[config.mk]
export PLATFORM = sky130hd
export DESIGN_NAME = mmWatch
export DESIGN_NICKNAME = d
export VERILOG_FILES = /design/src/rtl/mmWatchPkg.sv /design/src/rtl/mmWatchData.sv /design/src/rtl/mmWatchCtrl.sv /design/src/rtl/mmWatch.sv
export SDC_FILE = /design/constraint.sdc
export NUM_CORES = 1
export LEC_CHECK = 0
export ABC_AREA = 1
export ABC_CLOCK_PERIOD_IN_PS = 1600
export BUFFER_PORTS_ARGS = -buffer_cell sky130_fd_sc_hd__buf_2
export CORE_MARGIN = 1
export CORE_UTILIZATION = 40
export DETAILED_ROUTE_END_ITERATION = 10
export PLACE_DENSITY = 0.65
export SETUP_SLACK_MARGIN = 0.1
export SYNTH_ARGS = -nofsm -noshare
export SYNTH_HDL_FRONTEND = slang
export SYNTH_SLANG_ARGS = --single-unit
[constraint.sdc]
create_clock -name clk -period 1.6 [get_ports clk]
set_input_delay 0.24 -clock clk [delete_from_list [all_inputs] [get_ports clk]]
set_output_delay 0.24 -clock clk [all_outputs]
set_load 0.05 [all_outputs]
[src/rtl/mmWatchPkg.sv]
`timescale 1ns/1ps
package mmWatchPkg;

  // strobes decoded by the control for the datapath
  typedef struct packed {
    logic wrStart;
    logic wrBeat;
    logic rdvBeat;
    logic popRd;
    logic pushRd;
  } strobe_t;

  // conditions reported by the datapath to the control
  typedef struct packed {
    logic anyPend;
    logic fifoFull;
    logic headLast;
    logic wrActive;
    logic stallHit;
    logic rdHit;
    logic wrHit;
    logic beatAddrBad;
    logic misaligned;
  } status_t;

  typedef struct packed {
    logic stall;
    logic rdLate;
    logic wrLate;
    logic rdOverrun;
    logic rdStray;
    logic misalign;
    logic beatAddr;
  } errs_t;

endpackage

[src/rtl/mmWatchData.sv]
`timescale 1ns/1ps
module mmWatchData
  import mmWatchPkg::*;
#(
  parameter int ADDR_W      = 16,
  parameter int BURST_W     = 4,
  parameter int STALL_LIMIT = 1024,
  parameter int RD_LIMIT    = 100,
  parameter int WR_LIMIT    = 100,
  parameter int MAX_PEND    = 1,
  parameter bit WRAP_BURST  = 1'b1
) (
  input  logic               clk,
  input  logic               rst,
  input  logic [ADDR_W-1:0]  busAddr,
  input  logic [BURST_W-1:0] busBurst,
  input  logic               busWait,
  input  logic               busRdValid,
  input  strobe_t            stb,
  output status_t            sts
);

  localparam int STALL_W = $clog2(STALL_LIMIT + 2);
  localparam int RDT_W   = $clog2(RD_LIMIT + 1);
  localparam int WRT_W   = $clog2(WR_LIMIT + 2);
  localparam int IDX_W   = (MAX_PEND > 1) ? $clog2(MAX_PEND) : 1;
  localparam int CNT_W   = $clog2(MAX_PEND + 1);
  localparam int SLOTS   = 2 ** IDX_W;

  // burst length decode
  logic [BURST_W-1:0] effBurst;
  logic [ADDR_W-1:0]  burstMask;
  logic               isPow2;

  assign effBurst  = (busBurst == '0) ? BURST_W'(1) : busBurst;
  assign burstMask = ADDR_W'(effBurst) - ADDR_W'(1);
  assign isPow2    = (effBurst & (effBurst - 1'b1)) == '0;

  // pending read record: one length per read, oldest first
  logic [BURST_W-1:0] lenMem [SLOTS];
  logic [IDX_W-1:0]   wrIdx, rdIdx;
  logic [CNT_W-1:0]   count;
  logic [BURST_W-1:0] headGot;

  function automatic logic [IDX_W-1:0] bump(input logic [IDX_W-1:0] i);
    return (i == IDX_W'(MAX_PEND - 1)) ? '0 : i + 1'b1;
  endfunction

  always_ff @(posedge clk) begin
    if (rst) begin
      wrIdx   <= '0;
      rdIdx   <= '0;
      count   <= '0;
      headGot <= '0;
    end else begin
      if (stb.pushRd) wrIdx <= bump(wrIdx);
      if (stb.popRd) begin
        rdIdx   <= bump(rdIdx);
        headGot <= '0;
      end else if (stb.rdvBeat) begin
        headGot <= headGot + 1'b1;
      end
      case ({stb.pushRd, stb.popRd})
        2'b10:   count <= count + 1'b1;
        2'b01:   count <= count - 1'b1;
        default: ;
      endcase
    end
  end

  always_ff @(posedge clk) begin
    if (stb.pushRd) lenMem[wrIdx] <= effBurst;
  end

  // stall run counter
  logic [STALL_W-1:0] stallCnt;
  always_ff @(posedge clk) begin
    if (rst || !busWait) stallCnt <= '0;
    else if (stallCnt <= STALL_W'(STALL_LIMIT)) stallCnt <= stallCnt + 1'b1;
  end

  // silent-response counter
  logic [RDT_W-1:0] rdTimer;
  always_ff @(posedge clk) begin
    if (rst || count == '0 || busRdValid) rdTimer <= '0;
    else if (rdTimer < RDT_W'(RD_LIMIT)) rdTimer <= rdTimer + 1'b1;
  end

  // write burst tracking
  logic               wrActive, wrChk;
  logic [BURST_W-1:0] wrLeft;
  logic [WRT_W-1:0]   wrTimer;
  logic [ADDR_W-1:0]  wrMask, expAddr, selMask, nextAddr, incAddr;

  assign selMask = wrActive ? wrMask : burstMask;
  assign incAddr = busAddr + 1'b1;

  generate
    if (WRAP_BURST) begin : g_wrap
      assign nextAddr = (busAddr & ~selMask) | (incAddr & selMask);
    end else begin : g_incr
      assign nextAddr = incAddr;
    end
  endgenerate

  always_ff @(posedge clk) begin
    if (rst) begin
      wrActive <= 1'b0;
      wrChk    <= 1'b0;
      wrLeft   <= '0;
      wrTimer  <= '0;
      wrMask   <= '0;
      expAddr  <= '0;
    end else begin
      if (stb.wrStart) begin
        if (effBurst > BURST_W'(1)) begin
          wrActive <= 1'b1;
          wrLeft   <= effBurst - 1'b1;
          wrTimer  <= WRT_W'(1);
          wrMask   <= isPow2 ? burstMask : '0;
          wrChk    <= !WRAP_BURST || isPow2;
          expAddr  <= nextAddr;
        end
      end else begin
        if (wrActive && wrTimer <= WRT_W'(WR_LIMIT)) wrTimer <= wrTimer + 1'b1;
        if (stb.wrBeat) begin
          wrLeft  <= wrLeft - 1'b1;
          expAddr <= nextAddr;
          if (wrLeft == BURST_W'(1)) wrActive <= 1'b0;
        end
      end
    end
  end

  always_comb begin
    sts.anyPend     = count != '0;
    sts.fifoFull    = count == CNT_W'(MAX_PEND);
    sts.headLast    = ({1'b0, headGot} + 1'b1) == {1'b0, lenMem[rdIdx]};
    sts.wrActive    = wrActive;
    sts.stallHit    = busWait && stallCnt == STALL_W'(STALL_LIMIT);
    sts.rdHit       = (count != '0) && !busRdValid && rdTimer == RDT_W'(RD_LIMIT - 1);
    sts.wrHit       = wrActive && wrTimer == WRT_W'(WR_LIMIT)
                      && !(stb.wrBeat && wrLeft == BURST_W'(1));
    sts.beatAddrBad = wrChk && busAddr != expAddr;
    sts.misaligned  = isPow2 && (busAddr & burstMask) != '0;
  end


  pend_bound_chk: assert property (@(posedge clk) disable iff (rst)
    count <= CNT_W'(MAX_PEND));


  pop_needs_pend_chk: assert property (@(posedge clk) disable iff (rst)
    stb.popRd |-> count != '0);


  wr_timer_bound_chk: assert property (@(posedge clk) disable iff (rst)
    wrTimer <= WRT_W'(WR_LIMIT + 1));

endmodule

[src/rtl/mmWatchCtrl.sv]
`timescale 1ns/1ps
module mmWatchCtrl
  import mmWatchPkg::*;
#(
  parameter bit ALIGN_BURST = 1'b1
) (
  input  logic    clk,
  input  logic    rst,
  input  logic    errClr,
  input  logic    busRead,
  input  logic    busWrite,
  input  logic    busWait,
  input  logic    busRdValid,
  input  status_t sts,
  output strobe_t stb,
  output errs_t   errs
);

  logic  rdAcc, wrAcc, rdvBeat, popRd, overrun, wrStart, wrBeat;
  errs_t setNow;

  always_comb begin
    rdAcc   = busRead && !busWait;
    wrAcc   = busWrite && !busWait;
    rdvBeat = busRdValid && sts.anyPend;
    popRd   = rdvBeat && sts.headLast;
    overrun = rdAcc && sts.fifoFull && !popRd;
    wrStart = wrAcc && !sts.wrActive;
    wrBeat  = wrAcc && sts.wrActive;

    stb.wrStart = wrStart;
    stb.wrBeat  = wrBeat;
    stb.rdvBeat = rdvBeat;
    stb.popRd   = popRd;
    stb.pushRd  = rdAcc && !overrun;

    setNow.stall     = sts.stallHit;
    setNow.rdLate    = sts.rdHit;
    setNow.wrLate    = sts.wrHit;
    setNow.rdOverrun = overrun;
    setNow.rdStray   = busRdValid && !sts.anyPend;
    setNow.misalign  = ALIGN_BURST && sts.misaligned && (rdAcc || wrStart);
    setNow.beatAddr  = wrBeat && sts.beatAddrBad;
  end

  always_ff @(posedge clk) begin
    if (rst || errClr) errs <= '0;
    else errs <= errs | setNow;
  end


  sticky_hold_chk: assert property (@(posedge clk) disable iff (rst)
    (!errClr && errs != '0) |=> ((errs & $past(errs)) == $past(errs)));


  clear_wins_chk: assert property (@(posedge clk) disable iff (rst)
    errClr |=> errs == '0);


  stall_cause_chk: assert property (@(posedge clk) disable iff (rst)
    $rose(errs.stall) |-> $past(busWait));

endmodule

[src/rtl/mmWatch.sv]
`timescale 1ns/1ps
module mmWatch
  import mmWatchPkg::*;
#(
  parameter int ADDR_W      = 16,
  parameter int BURST_W     = 4,
  parameter int STALL_LIMIT = 1024,
  parameter int RD_LIMIT    = 100,
  parameter int WR_LIMIT    = 100,
  parameter int MAX_PEND    = 1,
  parameter bit WRAP_BURST  = 1'b1,
  parameter bit ALIGN_BURST = 1'b1
) (
  input  logic               clk,
  input  logic               rst,
  input  logic               errClr,
  input  logic [ADDR_W-1:0]  busAddr,
  input  logic [BURST_W-1:0] busBurst,
  input  logic               busRead,
  input  logic               busWrite,
  input  logic               busWait,
  input  logic               busRdValid,
  output logic               errStall,
  output logic               errRdLate,
  output logic               errWrLate,
  output logic               errRdOverrun,
  output logic               errRdStray,
  output logic               errMisalign,
  output logic               errBeatAddr
);

  strobe_t stb;
  status_t sts;
  errs_t   errs;

  mmWatchCtrl #(
    .ALIGN_BURST(ALIGN_BURST)
  ) i_ctrl (
    .clk(clk), .rst(rst), .errClr(errClr),
    .busRead(busRead), .busWrite(busWrite), .busWait(busWait),
    .busRdValid(busRdValid), .sts(sts), .stb(stb), .errs(errs)
  );

  mmWatchData #(
    .ADDR_W(ADDR_W), .BURST_W(BURST_W), .STALL_LIMIT(STALL_LIMIT),
    .RD_LIMIT(RD_LIMIT), .WR_LIMIT(WR_LIMIT), .MAX_PEND(MAX_PEND),
    .WRAP_BURST(WRAP_BURST)
  ) i_data (
    .clk(clk), .rst(rst), .busAddr(busAddr), .busBurst(busBurst),
    .busWait(busWait), .busRdValid(busRdValid), .stb(stb), .sts(sts)
  );

  assign errStall     = errs.stall;
  assign errRdLate    = errs.rdLate;
  assign errWrLate    = errs.wrLate;
  assign errRdOverrun = errs.rdOverrun;
  assign errRdStray   = errs.rdStray;
  assign errMisalign  = errs.misalign;
  assign errBeatAddr  = errs.beatAddr;


  stray_flag_chk: assert property (@(posedge clk) disable iff (rst)
    (busRdValid && !sts.anyPend && !errClr) |=> errRdStray);


  reset_clean_chk: assert property (@(posedge clk)
    rst |=> (errs == '0));

endmodule

==> qor.csv <==
metric;value;unit
wl_per_cell;11.9;um
synthSimpleGateAreaFrac;33.9;%
netlist_top_cells_area;dfxtp_1 (32%), nand2_1 (15%), inv_1 (8.2%);
required;1.64;ns
finalCritPeriodShare;99.5;%
fill_cells;1002;
slew_viol_final;0;
critPathArrivalTime;1.63;ns
use_met1;24.1;%
firstDrtPassIters;4;
place_ws;-0.193;ns
cp_slowest_cell;dfxtp_2;
reg2reg_depth;7;
cts_sinks;68;
syn-num-nets;646;
avgSynthCellArea;6.60;um^2
grt_setup_unrepaired;yes;
place_area;0.00455;mm^2
whs_endpoint;i_ctrl.errs[6];
synth_xor_area_share;3.50;%
cp-start-kind;register;
cts_buffer_depth;2;
endpoint_kind;register;
clk_pin_slew;0.09;ns
status;complete, no violations;
antenna_found_initial;0;
ioPinCount;34;
slew_headroom;72.2;%
grt_max_degree;14;
hold_buffers;0;
muxShareOfSynthArea;0;%
whs_path_depth;3;
regToRegStartpoint;i_data.headGot[0];
synthAdderAreaFrac;4.06;%
overflow;0;
routabilityCongestion;0.831;
clockRootBuffer;clkbuf_8;
synth_compound_area_share;13.1;%
p_per_area;787;mW/mm^2
cp.depth;7;
fin_ws;0.00807;ns
finalHoldViolCount;0;
synthDistinctLibCells;38;
die_area;0.0104;mm^2
yosysSeqAreaShare;35.0;%
insertion_delay;0.34;ns
wl;9590;um
holdWs;0.188;ns
skew;0.0109;ns
critPathKind;reg2reg;
busiest_layer;met2;
totalPowerFinal;3.83;mW
grt_pass1_vias;3563;
cts_buffers;9;
worst_pin_slew;0.414;ns
critPathTopFamily;simple AND/OR/NAND/NOR gates;
syn_inst;606;
nets;710;
worstHoldPathType;in2reg;
multi_input_area;0.00230;mm^2
postLayoutCellArea;0.00487;mm^2
synth_top_family_by_area;simple AND/OR/NAND/NOR gates;
portBuffers;33;
avgViaCountPerCell;4.88;
gr-usage-all-layers;18.9;%
core;0.00973;mm^2
grtUsageMet3;2.74;%
ys_ff_latch;68;
crit_path_max_fanout;4;
synthToLayoutAreaGrowth;21.6;%
cap_violations;0;
postSynth.asyncResetShare;0;%
die_y;102;um
met2_usage;31.9;%
start_util;41.1;%
vias;3943;
synth.top_cell.area_share;32.0;%
drt_iter0_markers;191;
num_rows;36;
grt_pass1_wl;15700;um
r2r_slack;0.008;ns
setup_viol;0;
register_area;0.00141;mm^2
crit_buf_inv;0;
vdd_drop_max;424;uV
fin_crit;1.59;ns
syn_area;0.00400;mm^2
worstHoldStart;busWait;
path_cells;ha_4 -> or2_1 -> nand3b_1 -> nand2_1 -> nor2_2 -> nand2_2 -> a21oi_4;
synth_edf_count;4;
ys_warn_count;0;
drive_gt1_share;20.3;%
yosys.area.top_type;dfxtp_1;
cts_tree;yes;
dpl.hpwl;7220;um
die_w;102;um
synth-main-ff-cell;dfxtp_1;
n_antenna_cell;0;
setup_tns;0;ns
critPathMaxStageDelay;0.34;ns
max_freq;0.628;GHz
p_leak;2.16;nW
drtAntennaViolNets;0;
worst_r2r_endpoint;i_data.lenMem[0][2];
h-tree-depth;3;
drcViolationCount;0;
[worst max path at each step]
stage                      startpoint                  end  slack (ns)
global route        i_data.headGot[0]  i_data.lenMem[0][2]       -0.11
CTS                 i_data.headGot[0]  i_data.lenMem[0][1]      -0.004
floorplan           i_data.headGot[0]  i_data.lenMem[0][0]        0.02
global placement          busBurst[2]    i_data.expAddr[2]       -0.14
finish              i_data.headGot[0]  i_data.lenMem[0][2]       0.008
detailed placement        busBurst[2]    i_data.expAddr[2]       -0.19
[state kept, by name, summed over array words and instances, names as in the netlist, 4 cells and up]
name	count
i_ctrl.errs	7
i_data.headGot	4
i_data.rdTimer	7
i_data.wrTimer	7
i_data.wrMask	5
i_data.wrLeft	4
i_data.stallCnt	11
i_data.expAddr	16
i_data.lenMem	4
[metrics by stage]
stage,utilization (%),cells
2_1_floorplan,-,606
3_3_place_gp,46.7,789
3_5_place_dp,46.7,789
5_1_grt,50.0,808
6_report,50.0,808
4_1_cts,48.9,805
[what timing repair did]
action | CTS | global route
resized for setup | 7 | 28
cloned | 0 | 1
setup buffers | 0 | 2
pin swaps | 3 | 5
setup endpoints to repair | 14 | 31
[layout by cell type, fill, tap and decap left out, types with 4 or more instances in the layout]
master    Yosys  routed
nand2_1     165     157
a211oi_1      4       4
a21oi_2       3       6
buf_2         3      33
clkbuf_8      0       9
dfxtp_1      64      58
inv_2         5       6
edfxtp_1      4       4
nor2_4        4       4
nand2_4       2       5
a21oi_1      46      41
nand3_1      39      38
ha_1         13      11
xor2_1       15      15
nor2_2        3       7
a31oi_1       5       5
nor2_1       63      59
inv_1        87      84
nand4_1      12      12
nor3_1        7       7
buf_4         2      28
dfxtp_2       0       6
o21ai_0      29      28
nand2_2       2       8
[worst min-delay path, cell delays in order]
cell and delay, ns:
buf_2 0.12, nand3_1 0.07, a21oi_1 0.05
[final cells by class]
class | count | area share [%]
sequential | 68 | 28.9
tap | 133 | 3.42
multi-input combinational | 433 | 47.2
inverter | 93 | 7.30
clock inverter | 6 | 0.900
clock buffer | 10 | 3.06
timing repair buffer | 65 | 9.18
[kinds of logic (layout without fill, tap and decap cells)]
group,count (synthesis),after routing
buf+inv,106,174
compound gates,96,96
flops,68,68
simple gates,307,308
fa+ha+maj,13,13
xor+xnor,16,16
[cells in the mapped netlist (3+ instances only)]
master    number
nor3_1         7
ha_1          13
nor2_1        63
a31oi_1        5
dfxtp_1       64
inv_1         87
buf_2          3
nor2_4         4
edfxtp_1       4
nand4_1       12
nand3_1       39
o21bai_1       3
nand2_1      165
xor2_1        15
a21oi_1       46
a211oi_1       4
clkbuf_1       6
o21ai_0       29
inv_2          5
nor2_2         3
a21oi_2        3
[where the power goes]
group	total (mW)	switching (mW)	leakage, nW	internal [mW]
combinational	0.617	0.365	1.50	0.252
sequential	1.82	0.0476	0.561	1.77
clock	1.39	0.726	0.0948	0.666
[routing by layer]
metal	wire length (um)	vias to the layer above	share of wire, %
met4	263	0	2.7
met5	0	-	0
met1	4380	1789	46
li1	-	2061	-
met3	312	19	3.3
met2	4640	74	48
No activity file was read; power rests on OpenSTA's default activity.
